### config.mk
export PLATFORM = sky130hd
export DESIGN_NAME = par_poison_path
export DESIGN_NICKNAME = d
export VERILOG_FILES = /design/src/rtl/par_pkg.sv /design/src/rtl/par_lane_gen.sv /design/src/rtl/par_ctl_reg.sv /design/src/rtl/par_inj_arm.sv /design/src/rtl/par_pipe_stage.sv /design/src/rtl/par_poison_path.sv
export SDC_FILE = /design/constraint.sdc
export NUM_CORES = 1
export LEC_CHECK = 0
export BUFFER_PORTS_ARGS = -buffer_cell sky130_fd_sc_hd__buf_2
export CAP_MARGIN = 10
export CORE_ASPECT_RATIO = 0.8
export CORE_MARGIN = 2
export CORE_UTILIZATION = 49
export DETAILED_ROUTE_END_ITERATION = 16
export PLACE_DENSITY_LB_ADDON = 0.2
export SLEW_MARGIN = 20
export SYNTH_ARGS = -nofsm -noshare
export SYNTH_HDL_FRONTEND = slang
export SYNTH_HIERARCHICAL = 1
export SYNTH_SLANG_ARGS = --single-unit
### constraint.sdc
create_clock -name clk_i -period 3.95 [get_ports clk_i]
set_input_delay 0.1975 -clock clk_i [delete_from_list [all_inputs] [get_ports clk_i]]
set_output_delay 0.1975 -clock clk_i [all_outputs]
set_load 0.03 [all_outputs]
### src/rtl/par_pkg.sv
package par_pkg;
  localparam int unsigned LANE_W     = 8;
  localparam int unsigned CTL_W      = 32;
  localparam int unsigned POISON_BIT = 18;
  localparam logic [CTL_W-1:0] CTL_MASK = CTL_W'(1) << POISON_BIT;
endpackage

### src/rtl/par_lane_gen.sv
module par_lane_gen #(
  parameter int unsigned DATA_W = 64,
  localparam int unsigned PAR_W = DATA_W / par_pkg::LANE_W
) (
  input  logic [DATA_W-1:0] data_i,
  input  logic [PAR_W-1:0]  par_i,
  output logic [PAR_W-1:0]  par_good_o,
  output logic              err_o
);
  for (genvar k = 0; k < PAR_W; k++) begin : g_lane
    assign par_good_o[k] = ^data_i[k*par_pkg::LANE_W +: par_pkg::LANE_W];
  end
  assign err_o = |(par_good_o ^ par_i);
endmodule

### src/rtl/par_ctl_reg.sv
module par_ctl_reg (
  input  logic                        clk_i,
  input  logic                        rst_ni,
  input  logic                        we_i,
  input  logic [par_pkg::CTL_W-1:0]   wdata_i,
  output logic [par_pkg::CTL_W-1:0]   rdata_o,
  output logic                        poison_en_o
);
  import par_pkg::*;
  logic [CTL_W-1:0] ctl_q;

  always_ff @(posedge clk_i or negedge rst_ni) begin
    if (!rst_ni)   ctl_q <= '0;
    else if (we_i) ctl_q <= wdata_i & CTL_MASK;
  end

  assign rdata_o     = ctl_q;
  assign poison_en_o = ctl_q[POISON_BIT];


  ctl_wr_chk: assert property (@(posedge clk_i) disable iff (!rst_ni)
    we_i |=> (poison_en_o == $past(wdata_i[POISON_BIT])));
endmodule

### src/rtl/par_inj_arm.sv
module par_inj_arm (
  input  logic clk_i,
  input  logic rst_ni,
  input  logic req_i,
  input  logic fire_i,
  output logic apply_o
);
  logic pend_q;

  // request in the accepting cycle applies to that beat
  assign apply_o = pend_q | req_i;

  always_ff @(posedge clk_i or negedge rst_ni) begin
    if (!rst_ni)     pend_q <= 1'b0;
    else if (fire_i) pend_q <= 1'b0;
    else if (req_i)  pend_q <= 1'b1;
  end


  inj_clear_chk: assert property (@(posedge clk_i) disable iff (!rst_ni)
    fire_i |=> !pend_q);
endmodule

### src/rtl/par_pipe_stage.sv
module par_pipe_stage #(
  parameter int unsigned DATA_W = 64,
  parameter int unsigned PAR_W  = 8
) (
  input  logic              clk_i,
  input  logic              rst_ni,
  input  logic              in_valid_i,
  output logic              in_ready_o,
  input  logic [DATA_W-1:0] in_data_i,
  input  logic [PAR_W-1:0]  in_par_i,
  output logic              out_valid_o,
  input  logic              out_ready_i,
  output logic [DATA_W-1:0] out_data_o,
  output logic [PAR_W-1:0]  out_par_o
);
  logic              vld_q;
  logic [DATA_W-1:0] dat_q;
  logic [PAR_W-1:0]  par_q;
  logic              fire;

  assign in_ready_o = !vld_q || out_ready_i;
  assign fire       = in_valid_i && in_ready_o;

  always_ff @(posedge clk_i or negedge rst_ni) begin
    if (!rst_ni)          vld_q <= 1'b0;
    else if (fire)        vld_q <= 1'b1;
    else if (out_ready_i) vld_q <= 1'b0;
  end

  always_ff @(posedge clk_i or negedge rst_ni) begin
    if (!rst_ni) begin
      dat_q <= '0;
      par_q <= '0;
    end else if (fire) begin
      dat_q <= in_data_i;
      par_q <= in_par_i;
    end
  end

  assign out_valid_o = vld_q;
  assign out_data_o  = dat_q;
  assign out_par_o   = par_q;


  latency_chk: assert property (@(posedge clk_i) disable iff (!rst_ni)
    fire |=> out_valid_o);

  hold_stable_chk: assert property (@(posedge clk_i) disable iff (!rst_ni)
    (out_valid_o && !out_ready_i) |=>
      (out_valid_o && $stable(out_data_o) && $stable(out_par_o)));
endmodule

### src/rtl/par_poison_path.sv
module par_poison_path #(
  parameter int unsigned DATA_W = 64,
  localparam int unsigned PAR_W = DATA_W / par_pkg::LANE_W
) (
  input  logic                      clk_i,
  input  logic                      rst_ni,
  input  logic                      cfg_we_i,
  input  logic [par_pkg::CTL_W-1:0] cfg_wdata_i,
  output logic [par_pkg::CTL_W-1:0] cfg_rdata_o,
  input  logic                      irq_en_i,
  input  logic                      irq_mask_i,
  input  logic                      inj_req_i,
  input  logic                      in_valid_i,
  output logic                      in_ready_o,
  input  logic [DATA_W-1:0]         in_data_i,
  input  logic [PAR_W-1:0]          in_par_i,
  output logic                      out_valid_o,
  input  logic                      out_ready_i,
  output logic [DATA_W-1:0]         out_data_o,
  output logic [PAR_W-1:0]          out_par_o,
  output logic                      err_irq_o
);
  logic             poison_en;
  logic [PAR_W-1:0] par_good;
  logic [PAR_W-1:0] par_fwd;
  logic             par_err;
  logic             inj_apply;
  logic             fire;
  logic             corrupt;
  logic             irq_q;

  par_ctl_reg u_ctl (
    .clk_i       (clk_i),
    .rst_ni      (rst_ni),
    .we_i        (cfg_we_i),
    .wdata_i     (cfg_wdata_i),
    .rdata_o     (cfg_rdata_o),
    .poison_en_o (poison_en)
  );

  par_lane_gen #(.DATA_W(DATA_W)) u_chk (
    .data_i     (in_data_i),
    .par_i      (in_par_i),
    .par_good_o (par_good),
    .err_o      (par_err)
  );

  assign fire = in_valid_i && in_ready_o;

  par_inj_arm u_inj (
    .clk_i   (clk_i),
    .rst_ni  (rst_ni),
    .req_i   (inj_req_i),
    .fire_i  (fire),
    .apply_o (inj_apply)
  );

  // one inversion even when both causes hold
  assign corrupt = (par_err && poison_en) || inj_apply;
  assign par_fwd = par_good ^ {PAR_W{corrupt}};

  par_pipe_stage #(.DATA_W(DATA_W), .PAR_W(PAR_W)) u_pipe (
    .clk_i       (clk_i),
    .rst_ni      (rst_ni),
    .in_valid_i  (in_valid_i),
    .in_ready_o  (in_ready_o),
    .in_data_i   (in_data_i),
    .in_par_i    (par_fwd),
    .out_valid_o (out_valid_o),
    .out_ready_i (out_ready_i),
    .out_data_o  (out_data_o),
    .out_par_o   (out_par_o)
  );

  always_ff @(posedge clk_i or negedge rst_ni) begin
    if (!rst_ni) irq_q <= 1'b0;
    else         irq_q <= fire && par_err && irq_en_i && !irq_mask_i;
  end
  assign err_irq_o = irq_q;


  irq_gate_chk: assert property (@(posedge clk_i) disable iff (!rst_ni)
    err_irq_o |-> $past(irq_en_i && !irq_mask_i && in_valid_i));
endmodule

==> qor.txt <==
Status: finished, violations left
Failing checks: hold timing
RePlAce Congestion: 0.7865
Starting Density: 51.35%
Die Height: 86.18 um
Clock power frac: 20.5%
DR iter-0 viols: 72
Dpl cells: 530
Vias in the first global route: 2593
Drt first pass iters: 4
Root buf cell: clkbuf_8
Tcrit/Tclk final: 53.51%
Largest net degree at the start of global routing: 77
Synth warn: 6
Type of the worst setup path: in -> reg
CTS H-tree lvls: 3
Dpl hpwl: 6183 um
Top cells by count, synth: 76 x dfrtp_1, 71 x mux2_4, 58 x xnor2_1
Worst hold slack: -8.113 ps
Routed Antenna Nets: 0
Static Leak: 2.613 nW
Post-CTS sizing: 0
Switching Share: 36.71%
CP max FO: 8
Fraction of registers with async set or reset after synthesis: 100.0%
Filler-free cell count of the finished design: 546
TritonCTS clock tree: done
Least-Margin Pin Slew: 932.9 ps
Layout net count: 546
Headroom to the max-slew limit: 37.80%
Wire per inst: 15.21 um
Total number of vias: 2479
Cells after Synth: 273
RSZ-0062 raised after global routing: no
Crit path capture type: register
Fmax: 473.1 MHz
HP Class: in -> async
Area leader, netlist: dfrtp_1
# setup viols final: 0
WL final: 8306 um
Syn Area/Cell: 15.15 sq um
Antenna violations before repair: 0
Diodes inserted: 0
Die area: 9198 sq um
Final Hold Viols: 2
Clock Tree Buf Depth: 2
Area growth from synthesis to final layout: 21.90%
Sequential share of power: 38.5%
Gr usage total: 18.82%
Skew final: 8.020 ps
Die W: 106.7 um
VDD IR max: 205.8 uV
Number of I/O pins: 219
Count leader, synth: dfrtp_1
Core ar.: 8055 sq um
Critical Path RT: 4180 ps
Switching pwr: 0.0009519 W
Startpoint types: input port
Cell area power density: 514.3 nW/um^2
Vias per Instance: 4.540
First-pass GRT wire length: 13310 um
CTS Sinks: 76
Most used flip-flop cell after synthesis: dfrtp_1
Post-synth EDFFs: 0
Synth area leaders: dfrtp_1 46%, mux2_4 26%, xnor2_1 12%, buf_4 5.8%, xor3_1 2.9%
Gate power share: 41.0%
Internal power: 0.001641 W
Fillers: 670
MaxCap Viol Count: 0
Setup TNS: 0 ps
Post-CTS Setup Bufs: 0
Netlist cell types: 21
Reg clk slew, reported paths: 80 ps
Total grt overflow: 0
Worst slack, placed: 1446 ps
Clock latency at the later pin of the worst-skew pair: 350 ps
Share of layout cells above drive strength 1: 56.85%
Final Worst Setup Slack: 1836 ps
Synth Register Bits: 76
Final max-slew violation count: 0
Row cnt: 29
PortBufs: 156
R2R setup slack: 1990 ps
TritonCTS Buffers: 9
Drc violations: 0
Worst EP arrival: 2340 ps
Final Critical Period: 2114 ps
Sequential-to-total area share from yosys stat: 45.98%
Synth top area share: 45.98%
Post-Syn Area: 4136 sq um
==> cell families (layout without fill, tap and decap cells) <==
group	count (synthesis)	after routing	synth area share (%)
compound gates	2	2	0.6353
flops	76	76	45.98
xor+xnor	72	72	17.45
other cells	1	31	0.09066
mux	73	73	26.32
buf+inv	39	174	7.713
simple gates	10	10	1.815
==> per-layer routing <==
| layer | up-vias | share of wire, % | GRT usage [%] |
|---|---|---|---|
| li1 | 1170 | - | - |
| met1 | 1176 | 46 | 26.03 |
| met2 | 121 | 44 | 27.85 |
| met3 | 12 | 8.0 | 6.241 |
| met4 | 0 | 1.7 | 6.848 |
| met5 | - | 0 | 0 |
==> final timing paths <==
check,from,to,cells after the start
worst max-delay path,in_data_i[59],u_pipe/out_par_o[5],9
worst min-delay path,rst_ni,u_pipe/out_data_o[35],1
worst max register to register,u_pipe/out_valid_o,u_pipe/out_data_o[4],4
worst min register to register,u_inj/pend_q,u_inj/pend_q,1
max in group asynchronous,rst_ni,u_pipe/out_data_o[52],1
min in group clk_i,inj_req_i,u_inj/pend_q,2
==> power groups by stage <==
stage	Clock (W)	Combinational [W]	Sequential, W
after floorplan	0	0.000525	0.00129
after global placement	0	0.00106	0.00101
after detailed placement	0	0.00107	0.00101
after CTS	0.000547	0.00107	0.00100
after global routing	0.000584	0.00112	0.00102
final	0.000531	0.00106	0.000999
==> final cells by class <==
type	instances	area (sq um)	share of cell area (%)
Multi-Input combinational cell	188	2028	40.22
Clock inverter	2	10.01	0.1985
Tap cell	108	135.1	2.680
Sequential cell	76	1902	37.72
Timing Repair Buffer	159	808.3	16.03
Clock buffer	13	158.9	3.151
==> placed cells by master, fill, tap and decap left out, types with 2 or more instances in the layout <==
master,synthesis,final
nand4_1,2,2
dfrtp_1,76,76
clkbuf_8,0,11
clkbuf_1,0,2
xnor2_1,58,58
xor3_1,5,5
conb_1,1,31
mux2_2,2,2
clkinv_2,0,2
buf_2,0,155
xor2_1,8,8
mux2_4,71,71
buf_4,32,3
==> registers in the layout (all words and copies together), names as in the netlist <==
| name | flops |
|---|---|
| err_irq_o | 1 |
| u_ctl/rdata_o | 1 |
| u_inj/pend_q | 1 |
| u_pipe/out_data_o | 64 |
| u_pipe/out_par_o | 8 |
| u_pipe/out_valid_o | 1 |
==> timing repair <==
action / CTS / global route
setup endpoints to repair: 0 / 0
endpoints found under the hold margin: 1 / 0
hold buffers: 1 / 0
==> stage by stage <==
stage | area (sq um) | hold WS, ps | utilization [%] | power [W]
2_1_floorplan | 4249 | -98.09 | - | 0.001816
3_3_place_gp | 4863 | 360.7 | 60.38 | 0.002061
3_5_place_dp | 4863 | 365.7 | 60.38 | 0.002081
4_1_cts | 5042 | 37.08 | 62.60 | 0.002620
5_1_grt | 5042 | 59.84 | 62.60 | 0.002728
6_report | 5042 | -8.113 | 62.60 | 0.002593
==> worst max-delay path, cell delays in order <==
cell and delay [ps]:
buf_2 110, xor2_1 170, xnor2_1 400, xor3_1 300
nand2_1 80, nand4bb_1 290, a21oi_4 390, xnor2_1 120
mux2_4 270
No activity file was read; power rests on OpenSTA's default activity.
